## src/rtl/bus_qualifier.sv

```systemverilog
module bus_qualifier (
  input  logic       clk,
  input  logic       rst,
  input  logic       ta_start,
  input  logic [1:0] addr_lo,
  input  logic [1:0] size_code,
  input  logic [1:0] region_width,
  input  logic       data_access,
  input  logic       write_access,
  input  logic       halt,
  input  logic       hold_ack,
  output logic [3:0] be_n,
  output logic [1:0] width_code,
  output logic       width_oe,
  output logic       dc,
  output logic       wr
);

  logic [3:0] be_q, be_next;
  logic [1:0] width_q, width_next;
  logic       halt_q, dc_q, wr_q;
  logic       load;
  logic       lo_n, hi_n;

  assign load = ta_start & ~hold_ack;

  always_comb begin
    if (size_code == 2'b00) begin
      lo_n = addr_lo[0];
      hi_n = ~addr_lo[0];
    end else begin
      lo_n = 1'b0;
      hi_n = 1'b0;
    end
  end

  always_comb begin
    case (region_width)
      2'b00: be_next = {2'b11, addr_lo[1], addr_lo[0]};
      2'b01: be_next = {hi_n, 1'b1, addr_lo[1], lo_n};
      default: begin
        case (size_code)
          2'b00: be_next = ~(4'b0001 << addr_lo);
          2'b01: be_next = addr_lo[1] ? 4'b0011 : 4'b1100;
          default: be_next = 4'b0000;
        endcase
      end
    endcase
  end

  // A reserved region code is treated as a full-width region.
  assign width_next = (region_width == 2'b11) ? 2'b10 : region_width;

  always_ff @(posedge clk) begin
    if (rst) begin
      be_q    <= 4'b1111;
      width_q <= 2'b00;
      dc_q    <= 1'b0;
      wr_q    <= 1'b0;
      halt_q  <= 1'b0;
    end else begin
      halt_q <= halt;
      if (load) begin
        be_q    <= be_next;
        width_q <= width_next;
        dc_q    <= data_access;
        wr_q    <= write_access;
      end
    end
  end

  assign be_n       = be_q;
  assign dc         = dc_q;
  assign wr         = wr_q;
  assign width_code = halt_q ? 2'b11 : width_q;
  assign width_oe   = ~hold_ack;

  AST_IDLE_STABLE: assert property (@(posedge clk) disable iff (rst)
    !ta_start |=> ($stable(be_n) && $stable(dc) && $stable(wr)));
  AST_GRANT_IGNORED: assert property (@(posedge clk) disable iff (rst)
    hold_ack |=> ($stable(be_n) && $stable(wr)));
  AST_FLAG_CAPTURE: assert property (@(posedge clk) disable iff (rst)
    (ta_start && !hold_ack) |=> (wr == $past(write_access) && dc == $past(data_access)));
  AST_HALT_CODE: assert property (@(posedge clk) disable iff (rst)
    halt |=> width_code == 2'b11);
  AST_NARROW_UNUSED: assert property (@(posedge clk) disable iff (rst)
    width_code == 2'b00 |-> be_n[3:2] == 2'b11);
  AST_HALF_UNUSED: assert property (@(posedge clk) disable iff (rst)
    width_code == 2'b01 |-> be_n[2]);
  AST_WIDE_LANE: assert property (@(posedge clk) disable iff (rst)
    (width_code == 2'b10 && !$stable(be_n)) |-> be_n != 4'b1111);

endmodule

```

## config.mk

```make
export PLATFORM = sky130hd
export DESIGN_NAME = bus_qualifier
export DESIGN_NICKNAME = d
export VERILOG_FILES = /design/src/rtl/bus_qualifier.sv
export SDC_FILE = /design/constraint.sdc
export NUM_CORES = 1
export LEC_CHECK = 0
export BUFFER_PORTS_ARGS = -buffer_cell sky130_fd_sc_hd__buf_2
export CAP_MARGIN = 20
export CORE_AREA = 2 2 39 41
export CTS_CLUSTER_SIZE = 25
export DETAILED_ROUTE_END_ITERATION = 12
export DIE_AREA = 0 0 41 43
export MAX_ROUTING_LAYER = met4
export PLACE_DENSITY = 0.68
export SETUP_SLACK_MARGIN = 0.5
export SYNTH_ARGS = -nofsm -noshare
export SYNTH_HDL_FRONTEND = slang
export SYNTH_SLANG_ARGS = --single-unit
```

## constraint.sdc

```tcl
create_clock -name clk -period 1.05 [get_ports clk]
set_clock_uncertainty 0.05 [all_clocks]
set_input_delay 0.21 -clock clk [delete_from_list [all_inputs] [get_ports clk]]
set_output_delay 0.21 -clock clk [all_outputs]
set_load 0.01 [all_outputs]
```

## Word level (Yosys, flattened, before mapping)

Index checks and enable logic that the tools add are counted.

- Bits in registers: 9
- Word-level logic and storage cells: 22
- Input port bits: 13

- Shifts and indexed selects: 1
- Muxes and demuxes: 7
- Equal/unequal tests: 3
- Bitwise gates (word level): 4
- Reductions and logical operators: 2

Operators by type and width:

| kind | count |
|---|---|
| 4-bit one-hot mux with 2 select lines | 2 |
| 2-bit by 1-bit == test with 1-bit output, second input constant | 2 |
| 2-bit zero test | 2 |
| 2-bit 2-to-1 mux | 2 |
| 4-bit 2-to-1 mux | 1 |
| 4-bit inverter | 1 |
| 1-bit by 2-bit left shift with 4-bit output, first input constant | 1 |
| 2-bit == test, second input constant | 1 |
| 1-bit 2-to-1 mux | 2 |
| 1-bit inverter | 2 |
| 1-bit AND | 1 |

## Logic depth before layout (Yosys ltp)

Gate-level depths: netlist (run 1).

- Depth after elaboration: 4
- Mapped depth: 4
- Mapped depth without buffers: 3

## Worst setup path after synthesis (run 1)

No wires, ideal clock.

- Path type: input to register
- Start: in region_width[1]
- End: reg be_q[0] (netlist: be_n[0])
- Stages on the path: 4
- Path slack: 97 ps
- Arrival: 781 ps
- Library setup time: 122 ps
- Path through: buf_4 -> nor2_1 -> a211o_1 -> o32a_1

- Cells in the longest elaborated chain, start to end: 2

Ends and longest elaborated chain:

| item | line | text |
|---|---|---|
| start, declared | 7 | `input logic [1:0] region_width,` |
| 2-bit by 1-bit == test with 1-bit output or 2-bit zero test (tied branches) | 38 | `case (region_width)` |
| 4-bit one-hot mux with 2 select lines * | 38 |  |
| end signal, assigned | 64 | `be_q <= be_next;` |
| end, declared | 19 | `logic [3:0] be_q, be_next;` |

Mark *: on every way between the ends. The rest lies on a longest branch, timed or not.
A chain may end at the register's enable or synchronous reset.

## Worst setup path in the final report (run 1)

- Start: reg width_q[1]
- End: out width_code[1]

- Cells in the longest elaborated chain, start to end: 1

Ends and longest elaborated chain:

| item | line | text |
|---|---|---|
| start, declared | 20 | `logic [1:0] width_q, width_next;` |
| start signal, assigned | 65 | `width_q <= width_next;` |
| 2-bit 2-to-1 mux | 75 | `assign width_code = halt_q ? 2'b11 : width_q;` |
| end, declared | 13 | `output logic [1:0] width_code,` |

No other way between the ends.

==> flow_summary.ini, run 1 <==
[status]
status = complete, but fails checks
failed_checks = negative setup slack

[logic_synthesis]
netlist_instances = 50
ys_types = 20
syn_avg_cell_area_um2 = 8.358
syn-num-nets = 63
synth_top_area_share_pct = 43.11
yosysMostFrequentCell = nand2_1
yosys.area.top_type = dfxtp_1
synth-edff-count = 0
seq_area_frac_synth_pct = 43.11
synth_common_cells = nand2_1, a21oi_1, dfxtp_1
synth_seq_cells = 9
synth_area_leaders = dfxtp_1, a21oi_1, nand2_1
syn_area_um2 = 417.9
synth_warnings = 0
synth_ff_type = dfxtp_1
async_flop_share_pct = 0

[drt]
routedWlPerCell_um = 10.73
firstDrtPassIters = 2
avgViaCountPerCell = 4.642
drc = 0
wl_mm = 1.019
antenna_left = 0
drtIter0Drc = 1
num_vias = 441

[sta]
worst_slew_pin_slew_ns = 0.2095
setup_viol = 2
setup_slack_ns = -0.1483
period_minus_slack_ns = 1.198
maxSlewViolCount = 0
rsz0062_at_grt = true
fin_crit_sh_pct = 114.1
slew_headroom_pct = 85.81
hold_viol_final = 0
fmax_mhz = 834.5

[power]
p_clk_share_pct = 31.9
p_leak_nw = 0.3240
power_density_nw_per_um2 = 1149
ir_drop_mv = 0.7441
p_seq_share_pct = 44.1
combPwrFrac_pct = 23.9
net-switching-power_mw = 0.2188
p_sw_share_pct = 25.71
p_int_mw = 0.6322

[global_route]
grtUsageTotal_pct = 14.76
antenna_found_initial = 0
gr-total-overflow = 0
grt_pass1_wl_mm = 1.662
grt_max_degree = 7
grt_pass1_vias = 429

[clock_network]
clkLatencyLatePin_ns = 0.26
ctsHtreeMaxLevel = 1
hold_buffers = 0
numCtsBuffers = 3
clockBufferDepth = 2
cts_root_buf = clkbuf_4
cts.sinks = 9
cts_tree = done
clkSlewWorstSetupHoldPaths_ns = 0.06

[floorplanning]
core_area_um2 = 1384
rows = 14
start_util_pct = 30.20
io_pins = 22
fp.dieW_um = 41
die_h_um = 43
die_area_um2 = 1763

[setup_path]
r2r-end = be_n[1]
critPathCapture = width_code[1]
crit_type = flip-flop to primary output
r2r_slack_ns = 0.19
critPathLaunchType = flip-flop
worstPathMaxFanout = 2
crit_path_end_kind = primary output
crit_path_start = width_q[1]
cp.arrival_ns = 0.94
regToRegStartpoint = be_n[1]
critPathRequiredTime_ns = 0.79
reg2reg_depth = 4

[layout]
syn_to_final_growth_pct = 77.25
final_cells = 95
n_antenna_cell = 0
drive_above_1_share_pct = 67.09
multi_input_area_um2 = 237.7
n_fill_cell = 135
final_nets = 93
seq_area_um2 = 191.4
utilization_pct = 53.53

[place]
dp_cells = 89
port_buffers = 21
place_hpwl_um = 739.2
routabilityCongestion = 0.7769
dpl_worst_slack_ns = 0.008760

[run]
drv_cap = 0

[worst_hold_path]
hp-class = input pin to flip-flop
## kinds of logic after synthesis
family	after synthesis	share of synthesized area, %
compound gates	14	20.96
buf+inv	6	8.382
flops	9	43.11
mux	1	2.395
simple gates	20	25.15
## worst min path at each step
| stage | startpoint | end | slack, ns | cells past startpoint |
|---|---|---|---|---|
| floorplan | data_access | dc | 0.29 | 2 |
| global placement | halt | halt_q | 0.37 | 2 |
| detailed placement | halt | halt_q | 0.39 | 2 |
| CTS | halt | halt_q | 0.11 | 2 |
| global route | write_access | wr | 0.11 | 3 |
| finish | halt | halt_q | 0.12 | 2 |
## power by group through the flow
stage,sequential (mW),clock (mW),combinational (mW)
finish,0.375,0.272,0.204
global route,0.377,0.310,0.222
floorplan,0.384,0,0.0828
global placement,0.378,0,0.146
detailed placement,0.378,0,0.149
CTS,0.375,0.286,0.195
## worst max-delay path, stage by stage (launching register included)
cell and delay [ns]:
dfxtp_2 0.32, or2_4 0.24, buf_6 0.12
## metrics by stage
stage / TNS (ns) / hold slack, ns / cell area [µm²] / power, mW
finish: -0.2960 / 0.1175 / 740.7 / 0.8510
global route: -0.3679 / 0.1090 / 740.7 / 0.9093
CTS: -0.3098 / 0.1051 / 715.7 / 0.8559
detailed placement: 0 / 0.3882 / 579.3 / 0.5269
global placement: 0 / 0.3740 / 579.3 / 0.5248
floorplan: 0 / 0.2863 / 454.2 / 0.4668
## layout make-up
class                   count  area share [%]
repair buffers             28           33.61
multi-input cells          35           32.09
inverters                   3           2.196
clock buffers               4           3.547
flip-flops and latches      9           25.84
well taps                  16           2.703
## cells in the final DEF (no fill, tap or decap), drive strengths merged
cell type	netlist	layout
nand3	1	1
mux2i	1	1
clkinv	0	1
a21oi	9	9
nand3b	1	1
nor2	2	2
nor2b	2	2
buf	3	28
a211o	1	1
clkbuf	0	4
o32a	2	2
o21ai	1	1
dfxtp	9	9
o311ai	1	1
inv	3	2
nand2	10	10
nand2b	2	2
or2	2	2
## metal layers
layer / up-vias / wire length, µm / GRT usage, %
li1: 230 / - / -
met1: 192 / 376 / 14.29
met2: 14 / 546 / 22.50
met3: 5 / 80 / 9.424
met4: 0 / 16 / 6.000
met5: - / 0 / -
## sequential cells by signal, summed over array words and instances (netlist names)
name,flops
halt_q,1
wr,1
be_n,4
dc,1
width_q,2
## what timing repair did
| action | 4_1_cts | 5_1_grt |
|---|---|---|
| setup endpoints to repair | 17 | 17 |
| resized for setup | 26 | 6 |
| setup buffers | 1 | 1 |
| pin swaps | 7 | 2 |
| hold endpoints to repair | 0 | 0 |
Note: power is estimated with default switching activity, not from simulation.
==> inputs of run 2 (changes only) <==
ABC_AREA = 1   (was default)
PLACE_DENSITY = 0.69   (was 0.68)
==> flow_summary.ini, run 2 <==
[status]
status = complete, but fails checks
failed_checks = negative setup slack

[global_route]
antenna_found_initial = 0
grtUsageTotal_pct = 18.14
grt_pass1_vias = 504
grt_max_degree = 7
gr-total-overflow = 0
grt_pass1_wl_mm = 2.028

[floorplanning]
rows = 14
start_util_pct = 30.65
die_h_um = 43
die_area_um2 = 1763
core_area_um2 = 1384
fp.dieW_um = 41
io_pins = 22

[place]
place_area_um2 = 626.9
dpl_worst_slack_ns = 0.1131
dp_cells = 100
port_buffers = 21
routabilityCongestion = 0.7237
place_hpwl_um = 738.5

[layout]
multi_input_area_um2 = 297.8
final_cells = 114
utilization_pct = 63.74
drive_above_1_share_pct = 72.45
seq_area_um2 = 191.4
final_nets = 112
final_cell_mix = buf_6, buf_2, nand2_1, dfxtp_2
largest_register_ffs = 4
fin_area_um2 = 882.1
n_fill_cell = 114
syn_to_final_growth_pct = 108.0
n_antenna_cell = 0
final_common_cell = buf_6

[logic_synthesis]
syn_avg_cell_area_um2 = 6.733
synth_top_area_share_pct = 42.48
synth_warnings = 0
netlist_instances = 63
synth_ff_type = dfxtp_1
synth-edff-count = 0
synth_common_cells = nand2_1, dfxtp_1, nor2_1
seq_area_frac_synth_pct = 42.48
yosys.area.top_type = dfxtp_1
syn-num-nets = 76
yosysMostFrequentCell = nand2_1
async_flop_share_pct = 0
ys_types = 14
synth_seq_cells = 9
syn_area_um2 = 424.2
synth_area_leaders = dfxtp_1, nand2_1, nor2_1

[sta]
setup_slack_ns = -0.1429
slew_headroom_pct = 88.22
setup_viol = 2
hold_viol_final = 0
tns_ns = -0.2812
worst_slew_pin_slew_ns = 0.1766
fin_crit_sh_pct = 113.6
fmax_mhz = 838.3
rsz0062_at_grt = true
maxSlewViolCount = 0
period_minus_slack_ns = 1.193
fin_worst_hold_slack_ns = 0.09583

[drt]
drtIter0Drc = 3
avgViaCountPerCell = 4.500
num_vias = 513
firstDrtPassIters = 2
drc = 0
routedWlPerCell_um = 10.76
antenna_left = 0
wl_mm = 1.227

[clock_network]
cts_root_buf = clkbuf_4
clockBufferDepth = 2
clkSlewWorstSetupHoldPaths_ns = 0.06
ctsHtreeMaxLevel = 1
numCtsBuffers = 3
cts_tree = done
clkLatencyLatePin_ns = 0.26
hold_buffers = 0
cts.sinks = 9

[setup_path]
cp.arrival_ns = 0.93
r2r_slack_ns = 0.21
regToRegStartpoint = be_n[0]
critPathLaunchType = flip-flop
worstPathMaxFanout = 2
crit_path_end_kind = primary output
reg2reg_depth = 4
crit_type = flip-flop to primary output
critPathRequiredTime_ns = 0.79
r2r-end = be_n[0]

[power]
power_density_nw_per_um2 = 1068
ir_drop_mv = 0.5446
p_total_mw = 0.9417
p_leak_nw = 0.4258

[worst_hold_path]
worstHoldStart = halt
hp-class = input pin to flip-flop
holdPathEnd = halt_q
whs_path_depth = 3

[run]
drv_cap = 0
[run 2: cell type report]
| class | count | area share, % |
|---|---|---|
| repair buffers | 29 | 31.06 |
| repair inverters | 1 | 0.9929 |
| inverters | 10 | 7.234 |
| clock buffers | 4 | 2.979 |
| flip-flops and latches | 9 | 21.70 |
| multi-input cells | 45 | 33.76 |
| well taps | 16 | 2.270 |
[run 2: critical path, cell delays in order (launching register included)]
cell	delay, ns
dfxtp_2	0.32
or2_4	0.24
buf_6	0.12
[run 2: logic make-up after synthesis]
group	count (synthesis)	share of synthesized area, %
and+or+nand+nor	35	36.58
AOI/OAI and AO/OA	9	11.51
buffers and inverters	10	9.440
DFF	9	42.48
[run 2: routing by layer]
metal / track usage (%) / routed length (µm) / vias up / share of wire [%]
li1: - / - / 267 / -
met1: 21.04 / 528 / 222 / 43
met2: 25.31 / 590 / 19 / 48
met3: 6.283 / 71 / 5 / 5.8
met4: 12.00 / 38 / 0 / 3.1
met5: - / 0 / - / 0
[run 2: worst max path at each step]
stage,startpoint,endpoint,slack [ns],cells after the start
6_report,halt_q,width_code[1],-0.14,2
5_1_grt,halt_q,width_code[1],-0.18,2
4_1_cts,halt_q,width_code[1],-0.14,2
3_5_place_dp,hold_ack,width_q[0],0.11,6
3_3_place_gp,width_q[1],width_code[1],0.13,2
2_1_floorplan,width_q[1],width_code[1],0.26,1
[run 2: report_power, final]
group          leakage (nW)  internal, mW  total (mW)  switching (mW)
sequential           0.0748         0.369       0.386          0.0172
combinational         0.336         0.159       0.291           0.133
clock                0.0150         0.146       0.265           0.118
total                 0.426         0.674       0.942           0.268
[run 2: repair_timing]
action,CTS,global route
pin swaps,4,5
hold endpoints to repair,0,0
setup buffers,5,3
cloned,2,0
resized for setup,25,11
endpoints found under the setup margin,17,17
